<file path="src/rtl/mdio_mgmt_pkg.sv">
package mdio_mgmt_pkg;
   typedef enum logic [2:0] {
      RG_CFG   = 3'd0,
      RG_CMD   = 3'd1,
      RG_ADDR  = 3'd2,
      RG_WDATA = 3'd3,
      RG_RDATA = 3'd4,
      RG_IND   = 3'd5
   } mgmt_reg_e;

   localparam logic [1:0] OP_READ   = 2'b10;
   localparam logic [1:0] OP_WRITE  = 2'b01;
   localparam logic [1:0] SOF_BITS  = 2'b01;
   localparam logic [1:0] TA_WRITE  = 2'b10;
   localparam logic [1:0] TA_RELEASE = 2'b11;

   localparam int FLAG_BUSY  = 0;
   localparam int FLAG_NVAL  = 2;
   localparam int CFG_SRST   = 31;
   localparam int PHY_LSB    = 8;
endpackage

</file>
<file path="src/rtl/mdio_mdc_gen.sv">
module mdio_mdc_gen #(
   parameter int DIV_W = 3
) (
   input  logic             clk,
   input  logic             rst_n,
   input  logic             run,
   input  logic [DIV_W-1:0] div,
   output logic             mdc,
   output logic             rise,
   output logic             fall
);
   localparam int CNT_W = (1 << DIV_W) + 1;
   localparam int SH_W  = DIV_W + 1;

   logic [CNT_W-1:0] cnt;
   logic [CNT_W-1:0] half_m1;
   logic [SH_W-1:0]  shamt;
   logic             wrap;

   assign shamt   = {1'b0, div} + SH_W'(1);
   assign half_m1 = (CNT_W'(1) << shamt) - CNT_W'(1);
   assign wrap    = run && (cnt == half_m1);
   assign rise    = wrap && !mdc;
   assign fall    = wrap && mdc;

   always_ff @(posedge clk or negedge rst_n) begin
      if (!rst_n) begin
         cnt <= '0;
         mdc <= 1'b0;
      end else if (!run) begin
         cnt <= '0;
         mdc <= 1'b0;
      end else if (wrap) begin
         cnt <= '0;
         mdc <= ~mdc;
      end else begin
         cnt <= cnt + CNT_W'(1);
      end
   end
endmodule

</file>
<file path="src/rtl/mdio_frame_engine.sv">
module mdio_frame_engine
   import mdio_mgmt_pkg::*;
#(
   parameter int PHY_W   = 5,
   parameter int REG_W   = 5,
   parameter int DATA_W  = 16,
   parameter int PRE_LEN = 32
) (
   input  logic              clk,
   input  logic              rst_n,
   input  logic              abort,
   input  logic              start,
   input  logic              start_rd,
   input  logic [PHY_W-1:0]  phy,
   input  logic [REG_W-1:0]  regn,
   input  logic [DATA_W-1:0] wdata,
   input  logic              rise,
   input  logic              fall,
   input  logic              mdio_i,
   output logic              busy,
   output logic              is_rd,
   output logic              mdio_o,
   output logic              mdio_oe,
   output logic              done,
   output logic [DATA_W-1:0] rdata
);
   localparam int FRAME_LEN = PRE_LEN + 6 + PHY_W + REG_W + DATA_W;
   localparam int IDX_W     = $clog2(FRAME_LEN);
   localparam int TA_POS    = PRE_LEN + 4 + PHY_W + REG_W;
   localparam int DATA_POS  = TA_POS + 2;

   logic [FRAME_LEN-1:0] shreg;
   logic [IDX_W-1:0]     idx;
   logic                 last_bit;

   assign last_bit = (idx == IDX_W'(FRAME_LEN - 1));
   assign done     = busy && fall && last_bit && !abort;
   assign mdio_o   = busy ? shreg[FRAME_LEN-1] : 1'b1;
   assign mdio_oe  = busy && (!is_rd || (idx < IDX_W'(TA_POS)));

   always_ff @(posedge clk or negedge rst_n) begin
      if (!rst_n) begin
         busy  <= 1'b0;
         is_rd <= 1'b0;
         idx   <= '0;
         shreg <= '1;
         rdata <= '0;
      end else if (abort) begin
         busy  <= 1'b0;
         is_rd <= 1'b0;
         idx   <= '0;
      end else if (!busy) begin
         if (start) begin
            busy  <= 1'b1;
            is_rd <= start_rd;
            idx   <= '0;
            shreg <= {{PRE_LEN{1'b1}}, SOF_BITS,
                      (start_rd ? OP_READ : OP_WRITE), phy, regn,
                      (start_rd ? TA_RELEASE : TA_WRITE),
                      (start_rd ? {DATA_W{1'b1}} : wdata)};
         end
      end else begin
         if (rise && is_rd && (idx >= IDX_W'(DATA_POS)))
            rdata <= {rdata[DATA_W-2:0], mdio_i};
         if (fall) begin
            if (last_bit) begin
               busy  <= 1'b0;
               is_rd <= 1'b0;
               idx   <= '0;
            end else begin
               idx   <= idx + IDX_W'(1);
               shreg <= {shreg[FRAME_LEN-2:0], 1'b1};
            end
         end
      end
   end
endmodule

</file>
<file path="src/rtl/mdio_mgmt_master.sv">
module mdio_mgmt_master
   import mdio_mgmt_pkg::*;
#(
   parameter int DIV_W   = 3,
   parameter int PHY_W   = 5,
   parameter int REG_W   = 5,
   parameter int DATA_W  = 16,
   parameter int PRE_LEN = 32
) (
   input  logic        clk,
   input  logic        rst_n,
   input  logic        host_we,
   input  logic [2:0]  host_addr,
   input  logic [31:0] host_wdata,
   output logic [31:0] host_rdata,
   output logic        mdc,
   output logic        mdio_o,
   output logic        mdio_oe,
   input  logic        mdio_i
);
   initial begin
      assert (DIV_W >= 1 && DIV_W <= 4) else $error("DIV_W out of range");
      assert (PHY_W >= 1 && PHY_W <= 8) else $error("PHY_W out of range");
      assert (REG_W >= 1 && REG_W <= 8) else $error("REG_W out of range");
      assert (DATA_W >= 2 && DATA_W <= 32) else $error("DATA_W out of range");
      assert (PRE_LEN >= 1) else $error("PRE_LEN must be positive");
   end

   logic              srst_q;
   logic [DIV_W-1:0]  div_q;
   logic              cmd_q;
   logic [PHY_W-1:0]  phy_q;
   logic [REG_W-1:0]  reg_q;
   logic [DATA_W-1:0] wdat_q;
   logic [DATA_W-1:0] stat_q;
   logic              nv_q;

   logic              eng_busy, eng_rd, eng_done;
   logic [DATA_W-1:0] eng_rdata;
   logic              mdc_rise, mdc_fall;
   logic              launch_ok, start_wr, start_rd;
   logic              unused_wbits;

   assign unused_wbits = ^host_wdata;
   assign launch_ok    = !eng_busy && !srst_q;
   assign start_wr     = host_we && (host_addr == RG_WDATA) && launch_ok;
   assign start_rd     = host_we && (host_addr == RG_CMD) && host_wdata[0]
                         && !cmd_q && launch_ok;

   always_ff @(posedge clk or negedge rst_n) begin
      if (!rst_n) begin
         srst_q <= 1'b0;
         div_q  <= '1;
         cmd_q  <= 1'b0;
         phy_q  <= '0;
         reg_q  <= '0;
         wdat_q <= '0;
      end else if (host_we) begin
         unique case (host_addr)
            RG_CFG: begin
               srst_q <= host_wdata[CFG_SRST];
               div_q  <= host_wdata[DIV_W-1:0];
            end
            RG_CMD:   cmd_q  <= host_wdata[0];
            RG_ADDR: begin
               phy_q <= host_wdata[PHY_LSB +: PHY_W];
               reg_q <= host_wdata[0 +: REG_W];
            end
            RG_WDATA: wdat_q <= host_wdata[DATA_W-1:0];
            default: ;
         endcase
      end
   end

   always_ff @(posedge clk or negedge rst_n) begin
      if (!rst_n) begin
         nv_q   <= 1'b0;
         stat_q <= '0;
      end else if (srst_q) begin
         nv_q   <= 1'b0;
      end else begin
         if (start_rd)
            nv_q <= 1'b1;
         else if (eng_done && eng_rd)
            nv_q <= 1'b0;
         if (eng_done && eng_rd)
            stat_q <= eng_rdata;
      end
   end

   always_comb begin
      host_rdata = '0;
      unique case (host_addr)
         RG_CFG: begin
            host_rdata[CFG_SRST]    = srst_q;
            host_rdata[DIV_W-1:0]   = div_q;
         end
         RG_CMD:   host_rdata[0] = cmd_q;
         RG_ADDR: begin
            host_rdata[PHY_LSB +: PHY_W] = phy_q;
            host_rdata[0 +: REG_W]       = reg_q;
         end
         RG_WDATA: host_rdata[DATA_W-1:0] = wdat_q;
         RG_RDATA: host_rdata[DATA_W-1:0] = stat_q;
         RG_IND: begin
            host_rdata[FLAG_BUSY] = eng_busy;
            host_rdata[FLAG_NVAL] = nv_q;
         end
         default: host_rdata = '0;
      endcase
   end

   mdio_mdc_gen #(.DIV_W(DIV_W)) i_mdc_gen (
      .clk   (clk),
      .rst_n (rst_n),
      .run   (eng_busy),
      .div   (div_q),
      .mdc   (mdc),
      .rise  (mdc_rise),
      .fall  (mdc_fall)
   );

   mdio_frame_engine #(
      .PHY_W   (PHY_W),
      .REG_W   (REG_W),
      .DATA_W  (DATA_W),
      .PRE_LEN (PRE_LEN)
   ) i_engine (
      .clk      (clk),
      .rst_n    (rst_n),
      .abort    (srst_q),
      .start    (start_wr || start_rd),
      .start_rd (start_rd),
      .phy      (phy_q),
      .regn     (reg_q),
      .wdata    (host_wdata[DATA_W-1:0]),
      .rise     (mdc_rise),
      .fall     (mdc_fall),
      .mdio_i   (mdio_i),
      .busy     (eng_busy),
      .is_rd    (eng_rd),
      .mdio_o   (mdio_o),
      .mdio_oe  (mdio_oe),
      .done     (eng_done),
      .rdata    (eng_rdata)
   );
endmodule

</file>
<file path="config.mk">
export PLATFORM = sky130hd
export DESIGN_NAME = mdio_mgmt_master
export DESIGN_NICKNAME = d
export VERILOG_FILES = /design/src/rtl/mdio_mgmt_pkg.sv /design/src/rtl/mdio_mdc_gen.sv /design/src/rtl/mdio_frame_engine.sv /design/src/rtl/mdio_mgmt_master.sv
export SDC_FILE = /design/constraint.sdc
export NUM_CORES = 1
export LEC_CHECK = 0
export ABC_AREA = 1
export BUFFER_PORTS_ARGS = -buffer_cell sky130_fd_sc_hd__buf_2
export CAP_MARGIN = 40
export CORE_MARGIN = 8
export CORE_UTILIZATION = 35
export DETAILED_ROUTE_END_ITERATION = 12
export PLACE_DENSITY = 0.56
export SLEW_MARGIN = 20
export SYNTH_ARGS = -nofsm -noshare
export SYNTH_HDL_FRONTEND = slang
export SYNTH_SLANG_ARGS = --single-unit
</file>
<file path="constraint.sdc">
create_clock -name clk -period 3.1 [get_ports clk]
set_input_delay 0.465 -clock clk [delete_from_list [all_inputs] [get_ports clk]]
set_output_delay 0.465 -clock clk [all_outputs]
set_load 0.02 [all_outputs]
</file>
==> impl_metrics.ini, run 1 <==
[status]
outcome = complete, no violations

[cells_and_area]
layout_commonest_cell = nand2_1
final_cells = 1171
fin_util_pct = 40.7
drive_gt1_share_pct = 19.2
layout_common_cells = 245 x nand2_1, 83 x o21ai_0, 80 x inv_1
nets = 931
area_delta_synth_final_pct = 15.3
diodes = 0

[floorplanning]
die_w_um = 158
die_y_um = 158
row_count = 52
io_pins = 74
initial_core_util_pct = 35.3
core_area_mm2 = 0.0200
die_area_mm2 = 0.0249

[setup_path]
cp.arrival_ps = 2880
crit_path_start = div_q[1]$_DFFE_PN1P_
start_kind = register
endpoint_kind = register
cpMostUsedCell = nand2_1
slowest_stage = dfstp_2
r2r-start = div_q[1]$_DFFE_PN1P_
path_max_fanout = 16
critPathKind = reg -> reg
critPathRequiredTime_ps = 3400
crit_chain = nor2_2 -> nand2_1 -> ha_1 -> a21oi_1 -> nand2_1 -> nor2_1 -> nand2_1 -> nor2_4 -> nand3_1 -> nor2_1 -> nand4_2 -> nand2_1 -> nand2_1
max_stage_delay_ps = 630

[timing]
finClkSkew_ps = 8.24
tightest_slew_ps = 787
rsz0062_at_grt = false
timing.final.hold_violations = 0
fin_crit_sh_pct = 83.1
min_period_ps = 2570
holdWs_ps = 35.3
drv_slew = 0
finalSetupTns_ps = 0
fmax_ghz = 0.388
finalSetupViolCount = 0
slew_headroom_pct = 47.5

[job]
maxCapViolCount = 0

[route]
wl_met3_um = 591
highest_layer = met4
dr.pass1.iters = 4
wl_met2_mm = 7.40
vias_per_cell = 4.64
initialDrtViolationCount = 313
ant_nets = 0
routed_wl_mm = 16.0
wl_per_cell_um = 13.7
drc = 0
wl_met1_mm = 7.79
via_count = 5431

[global_route]
grt_max_degree = 85
grt_overflow = 0
grt_use_total_pct = 13.6
first_global_vias = 5214
antenna_found_initial = 0
grt_first_pass_wirelength_mm = 26.7

[clock_network]
cts_sinks = 146
insertion_delay_ps = 420
ctsHtreeMaxLevel = 4
clk_pin_slew_worst_paths_ps = 60
post_cts_buffers = 0
cts_tree = done
cts_resized = 0
numCtsBuffers = 17
clockBufferDepth = 2
holdBufCountCts = 0
cts_root_buffer = clkbuf_16

[synth]
synth_seq_cells = 146
ys_seq_area_share_pct = 53.0
synth_top_area_cell = dfrtp_1
ys_warn_count = 0
synthDistinctLibCells = 37
synth_top_cell_area_share_pct = 28.1
avgSynthCellArea_um2 = 8.23
yosys-top-cells-area = dfrtp_1 28%, dfstp_2 25%, nand2_1 13%, o21ai_0 5.9%, inv_1 4.3%
syn_area_mm2 = 0.00705
syn_inst = 856

[power_and_ir_drop]
power_mw = 6.05
power.density_mw_per_mm2 = 744
peakVddDrop_uv = 452
leakagePower_nw = 3.91

[placement]
dp.cells = 1139
dp_hpwl_mm = 10.8
portBuffers = 43
place.gp.congestion = 0.839

[hold_path]
hold_path_class = in -> async
-- cells by family after synthesis --
kind of cell	after synthesis	synth area share (%)
other cells	2	0.107
buf+inv	141	9.16
fa+ha+maj	3	0.533
flops	146	53.0
xor+xnor	4	0.497
simple gates	389	23.4
compound gates	170	13.1
mux	1	0.142
-- sequential cells by signal, summed over array words and instances (netlist names) --
| register | flops |
|---|---|
| i_engine.busy | 1 |
| stat_q | 16 |
| i_engine.rdata | 16 |
| wdat_q | 16 |
| i_mdc_gen.cnt | 9 |
| i_engine.idx | 6 |
| srst_q | 1 |
| cmd_q | 1 |
| reg_q | 5 |
| div_q | 3 |
| i_mdc_gen.mdc | 1 |
| nv_q | 1 |
| i_engine.shreg | 64 |
| i_engine.is_rd | 1 |
| phy_q | 5 |
-- per-layer routing --
metal | global-route usage (%) | up-vias
li1 | - | 2792
met5 | 0 | -
met3 | 3.36 | 15
met1 | 18.2 | 2539
met4 | 4.49 | 0
met2 | 21.2 | 85
-- cell type report --
cell class | instances | area [um2]
Clock buffer | 20 | 447
Tap cell | 270 | 338
Timing Repair Buffer | 58 | 367
Sequential cell | 146 | 3740
Fill cell | 2054 | 11800
Multi-Input combinational cell | 583 | 2720
Inverter | 83 | 312
Clock inverter | 11 | 209
-- power by group --
group / switching (mW) / total [mW] / internal (mW)
clock: 0.792 / 2.31 / 1.52
sequential: 0.260 / 2.93 / 2.67
combinational: 0.493 / 0.810 / 0.317
total: 1.54 / 6.05 / 4.50
-- worst max-delay path: cells and delay by family, from the launching register on --
| kind | cells | cell delay [ps] |
|---|---|---|
| AO/OA/AOI/OAI | 1 | 160 |
| flip-flops | 1 | 630 |
| AND/OR/NAND/NOR | 11 | 1420 |
| adder cells (fa/ha/maj) | 1 | 240 |
-- path summary, 6_finish.rpt --
| check | end | slack, ps | cells after the start |
|---|---|---|---|
| min in group clk | i_engine.rdata[0]$_DFFE_PN0P_ | 290 | 3 |
| max in group asynchronous | i_engine.shreg[61]$_DFFE_PN1P_ | 2170 | 2 |
| hold / removal | i_engine.rdata[8]$_DFFE_PN0P_ | 40 | 1 |
| setup / recovery | stat_q[8]$_DFFE_PN0P_ | 530 | 13 |
| hold reg to reg | i_engine.shreg[20]$_DFFE_PN1P_ | 460 | 2 |
| setup reg to reg | stat_q[8]$_DFFE_PN0P_ | 530 | 13 |
-- metrics by stage --
| stage | setup WS [ps] | cell area [um2] |
|---|---|---|
| global route | 276 | 8130 |
| floorplan | 898 | 7100 |
| detailed placement | 505 | 7440 |
| CTS | 482 | 8100 |
| global placement | 511 | 7440 |
| finish | 525 | 8130 |
-- synth_stat cells, drive strengths merged --
cell     instances
or2              2
mux2i            1
clkbuf          27
o21ai          143
o22ai            1
xor2             4
buf             31
a22o             5
nor2            75
dfstp           67
o2111ai          2
a21oi            7
o21bai           1
nand4           25
a22oi            3
nor3             5
a31oi            1
ha               3
nand3           34
dfrtp           79
conb             2
o211ai           7
nand2          248
inv             83
(Power assumes the default switching activity.)
==> run 2: changes to the inputs <==
- clock period: 3.1 -> 2.55 ns (I/O delays scaled with it)
==> run 2 against run 1 <==
Effect of this change: global-route usage hardly changed; critical path depth rose by 1; non-clock buffer count up 7; core utilization shrank 0.12 points; final cell count up 0.68%; worst setup slack worse by 290 ps; clock power about the same; critical endpoint is now i_engine.shreg[12]$_DFFE_PN1P_; largest cell class unchanged; largest power group unchanged.
==> impl_metrics.ini, run 2 (synthesis gave the netlist of run 1 again) <==
[status]
outcome = complete, no violations

[floorplanning]
die_w_um = 158
core_area_mm2 = 0.0200
die_y_um = 158
row_count = 52
die_area_mm2 = 0.0249
io_pins = 74
initial_core_util_pct = 35.3

[setup_path]
endpoint_kind = register
critPathKind = reg -> reg
start_kind = register
critPathRequiredTime_ps = 2890
path_max_fanout = 63
reg2reg_slack_ps = 230
ff2ff_path_depth = 14
cp.arrival_ps = 2660

[cells_and_area]
nFillCells = 2062
area_delta_synth_final_pct = 15.0
diodes = 0
layout_commonest_cell = nand2_1
drive_gt1_share_pct = 20.1
largest_register_ffs = 64
largest-register = i_engine.shreg
nets = 938
layout_common_cells = 245 x nand2_1, 80 x inv_1, 79 x dfrtp_1

[hold_path]
hold_path_class = in -> reg
hold_path_depth = 3

[timing]
fin_crit_sh_pct = 90.9
min_period_ps = 2320
finClkSkew_ps = 12.2
timing.final.hold_violations = 0
drv_slew = 0
fmax_ghz = 0.431
setup_ws_ps = 232
finalSetupTns_ps = 0
tightest_slew_ps = 771
finalSetupViolCount = 0
rsz0062_at_grt = false
slew_headroom_pct = 48.5

[placement]
dp_hpwl_mm = 10.8
place.gp.congestion = 0.840
pre_cts_slack_ps = 108
portBuffers = 43

[power_and_ir_drop]
netSwitchingFraction_pct = 28.5
p_comb_share_pct = 15.0
intPower_mw = 4.92
peakVddDrop_uv = 548
power.switching_mw = 1.96
leakagePower_nw = 3.89
power.density_mw_per_mm2 = 850
p_seq_share_pct = 51.5
pwr-share-clk_pct = 33.5

[clock_network]
clockBufferDepth = 2
insertion_delay_ps = 420
cts_tree = done
clk_pin_slew_worst_paths_ps = 70
cts_sinks = 146
numCtsBuffers = 17
ctsHtreeMaxLevel = 4
cts_root_buffer = clkbuf_16

[route]
wl_per_cell_um = 14.1
vias_per_cell = 4.68
via_count = 5523
dr.pass1.iters = 5
initialDrtViolationCount = 350
ant_nets = 0
routed_wl_mm = 16.6
drc = 0

[job]
maxCapViolCount = 0

[global_route]
grt_use_total_pct = 13.6
first_global_vias = 5224
grt_overflow = 0
grt_first_pass_wirelength_mm = 27.0
antenna_found_initial = 0
grt_max_degree = 127
-- run 2: changes by cell type in the layout (fill, tap and decap cells not counted), moves of 2 or more --
cell        delta
bufinv_16      -6
o21ai_0        -6
o21ai_1        +6
inv_6          +5
clkinvlp_4     +4
buf_4          +3
clkbuf_1       -2
-- run 2: repair_timing --
action / CTS / global route
setup buffers: 0 / 2
hold endpoints to repair: 39 / 0
resized for setup: 0 / 7
hold buffers: 1 / 0
endpoints found under the setup margin: 0 / 78
-- run 2: worst paths after layout --
check / startpoint / endpoint
max: div_q[0]$_DFFE_PN1P_ / i_engine.shreg[12]$_DFFE_PN1P_
min: mdio_i / i_engine.rdata[0]$_DFFE_PN0P_
max reg2reg: div_q[0]$_DFFE_PN1P_ / i_engine.shreg[12]$_DFFE_PN1P_
min reg2reg: i_mdc_gen.cnt[0]$_DFF_PN0_ / i_mdc_gen.cnt[0]$_DFF_PN0_
max in group asynchronous: rst_n / i_engine.shreg[11]$_DFFE_PN1P_
min in group asynchronous: rst_n / i_engine.rdata[7]$_DFFE_PN0P_
-- run 2: metal layers --
metal | GRT usage, % | vias up | part of all wire, %
li1 | - | 2814 | -
met4 | 4.49 | 0 | 1.4
met3 | 2.95 | 17 | 3.7
met1 | 18.7 | 2599 | 49
met5 | 0 | - | 0
met2 | 21.0 | 93 | 46
-- run 2: through the flow --
stage	utilization (%)	hold slack, ps	std cells	cell area [um2]	total power [mW]
5_1_grt	40.6	234	1179	8100	7.32
4_1_cts	40.3	194	1175	8040	6.95
6_report	40.6	208	1179	8100	6.89
3_5_place_dp	37.5	426	1142	7490	4.60
2_1_floorplan	-	86.9	870	7100	4.28
3_3_place_gp	37.5	418	1142	7490	4.56
-- run 2: cell type report --
type                    count  area, um2  area share, %
flip-flops and latches    146       3740           46.1
multi-input cells         583       2720           33.5
repair buffers             65        455           5.62
clock buffers              18        439           5.42
well taps                 270        338           4.17
inverters                  83        312           3.85
clock inverters            14        104           1.28
-- run 2: power by group through the flow --
stage | Clock (mW) | Combinational, mW | Sequential (mW)
after floorplan | 0 | 0.794 | 3.49
after global placement | 0 | 0.985 | 3.57
after detailed placement | 0 | 1.02 | 3.58
after CTS | 2.37 | 1.02 | 3.55
after global routing | 2.47 | 1.21 | 3.64
final | 2.31 | 1.03 | 3.55
-- run 2: critical path, stage by stage (launching register included) --
cell and delay, ps:
dfstp_2 550, inv_1 80, nand2_1 70, ha_1 250
a21oi_1 160, nand2_1 60, nor2_1 90, nand2_1 90
nor2_4 130, nand4_4 130, nand2_4 110, nand2_4 90
buf_16 220, nand2_1 90, o21ai_0 80
==> run 3: changes to the inputs <==
- PLACE_DENSITY: 0.56 -> not set
- PLACE_DENSITY_LB_ADDON: not set -> 0.05
==> run 3 against run 2 <==
Effect of this change: via count rose by 0.27%; global-route usage grew 0.90 points; design area rose by 1.5%; core utilization grew 0.62 points; register-to-register slack improved by 30 ps; die area unchanged; critical endpoint is now i_engine.shreg[6]$_DFFE_PN1P_; sequential power hardly changed; non-clock buffer count up 2; maximum frequency grew 1.4%; final cell count up 0.17%; sequential share of layout area down 0.69 points.
==> impl_metrics.ini, run 3 (synthesis gave the netlist of run 1 again) <==
[status]
outcome = complete, no violations

[route]
routed_wl_mm = 16.9
via_count = 5538
wl_met3_um = 448
dr.pass1.iters = 4
wl_met1_mm = 8.13
vias_per_cell = 4.69
drc = 0
highest_layer = met4
ant_nets = 0
wl_met2_mm = 8.21
wl_per_cell_um = 14.3
initialDrtViolationCount = 299

[floorplanning]
core_area_mm2 = 0.0200
initial_core_util_pct = 35.3
die_y_um = 158
die_area_mm2 = 0.0249
row_count = 52
die_w_um = 158
io_pins = 74

[power_and_ir_drop]
pwr-share-clk_pct = 37.0
p_comb_share_pct = 14.2
p_seq_share_pct = 48.8
intPower_mw = 5.34
netSwitchingFraction_pct = 26.3
peakVddDrop_uv = 486
leakagePower_nw = 3.96
power.switching_mw = 1.91
power.density_mw_per_mm2 = 882

[setup_path]
crit_chain = inv_1 -> nand2_1 -> ha_1 -> a21oi_1 -> nand2_1 -> nor2_1 -> nand2_1 -> nor2_4 -> nand4_4 -> nand2_4 -> nand2_8 -> buf_12 -> o21ai_0
reg2reg_slack_ps = 260
crit_family = simple AND/OR/NAND/NOR gates
path_depth = 13
r2r-start = div_q[0]$_DFFE_PN1P_
rr_endpoint = i_engine.shreg[6]$_DFFE_PN1P_
critPathBufInv = 2
endpoint_kind = register
slowest_stage = dfstp_2
cpMostUsedCell = nand2_1
critPathKind = reg -> reg
crit_end = i_engine.shreg[6]$_DFFE_PN1P_
cp.arrival_ps = 2620
start_kind = register
critPathRequiredTime_ps = 2880
max_stage_delay_ps = 530
path_max_fanout = 24
crit_path_start = div_q[0]$_DFFE_PN1P_
ff2ff_path_depth = 13

[global_route]
antenna_found_initial = 0
first_global_vias = 5634
grt_use_total_pct = 14.5
grt_overflow = 0
grt_max_degree = 62
grt_first_pass_wirelength_mm = 28.6

[placement]
placed_cell_area_mm2 = 0.00750
portBuffers = 43
dp_hpwl_mm = 11.7
pre_cts_slack_ps = 124
dp.cells = 1144
place.gp.congestion = 0.799

[timing]
finalSetupTns_ps = 0
tightest_slew_ps = 787
rsz0062_at_grt = false
setup_ws_ps = 264
fmax_ghz = 0.437
finClkSkew_ps = 9.81
drv_slew = 0
min_period_ps = 2290
slew_headroom_pct = 47.5
finalSetupViolCount = 0
timing.final.hold_violations = 0
fin_crit_sh_pct = 89.7

[cells_and_area]
final_cells = 1181
diodes = 0
largest-register = i_engine.shreg
nets = 940
drive_gt1_share_pct = 20.2
layout_commonest_cell = nand2_1
largest_register_ffs = 64
layout_common_cells = 245 x nand2_1, 80 x inv_1, 79 x dfrtp_1
stdcell_area_mm2 = 0.00823
area_delta_synth_final_pct = 16.7

[clock_network]
insertion_delay_ps = 410
ctsHtreeMaxLevel = 4
cts_sinks = 146
clk_pin_slew_worst_paths_ps = 60
clockBufferDepth = 2
cts_root_buffer = clkbuf_16
numCtsBuffers = 17
cts_tree = done

[hold_path]
hold_path_class = in -> reg

[job]
maxCapViolCount = 0
-- run 3: changes by cell type in the layout (fill, tap and decap cells not counted), moves of 2 or more --
cell	before	now
buf_4	16	18
bufinv_16	0	4
inv_6	5	3
clkinvlp_4	5	0
-- run 3: worst reg2reg max path, stage by stage, from the launching register on --
cell,delay [ps]
dfstp_2,530
inv_1,70
nand2_1,70
ha_1,250
a21oi_1,160
nand2_1,60
nor2_1,90
nand2_1,90
nor2_4,130
nand4_4,120
nand2_4,130
nand2_8,130
buf_12,210
o21ai_0,170
-- run 3: routing by layer --
layer  vias up  GRT usage [%]
met1      2623           18.3
met2        69           24.7
met5         -              0
met4         0           3.67
met3         7           3.30
li1       2839              -
-- run 3: how the worst min path moves through the flow --
stage	start	to	slack, ps	cells after the start
CTS	mdio_i	i_engine.rdata[0]$_DFFE_PN0P_	200	3
floorplan	rst_n	cmd_q$_DFFE_PN0P_	90	0
global placement	rst_n	i_mdc_gen.cnt[4]$_DFF_PN0_	400	1
finish	mdio_i	i_engine.rdata[0]$_DFFE_PN0P_	220	3
detailed placement	rst_n	i_mdc_gen.cnt[5]$_DFF_PN0_	410	1
global route	mdio_i	i_engine.rdata[0]$_DFFE_PN0P_	220	3
-- run 3: power groups by stage --
stage	registers, mW	clock network (mW)	logic, mW
2_1_floorplan	3.49	0	0.794
4_1_cts	3.55	2.76	1.04
3_5_place_dp	3.57	0	1.04
3_3_place_gp	3.56	0	1.01
6_report	3.54	2.68	1.03
5_1_grt	3.63	2.87	1.21
-- run 3: metrics by stage --
stage	power (mW)	hold slack, ps	util (%)
6_report	7.25	221	41.2
5_1_grt	7.71	217	41.2
4_1_cts	7.35	201	40.8
3_5_place_dp	4.61	412	37.6
3_3_place_gp	4.57	403	37.6
2_1_floorplan	4.28	86.9	-
-- run 3: final cells by class --
| class | instances | area (um2) |
|---|---|---|
| clock buffers | 20 | 457 |
| clock inverters | 12 | 178 |
| fillers | 2081 | 11700 |
| inverters | 83 | 312 |
| multi-input cells | 583 | 2730 |
| flip-flops and latches | 146 | 3740 |
| well taps | 270 | 338 |
| repair buffers | 67 | 479 |
-- run 3: timing repair --
item,4_1_cts,5_1_grt
endpoints found under the hold margin,22,0
resized for setup,0,8
hold buffers,1,0
setup buffers,0,3
endpoints found under the setup margin,0,61
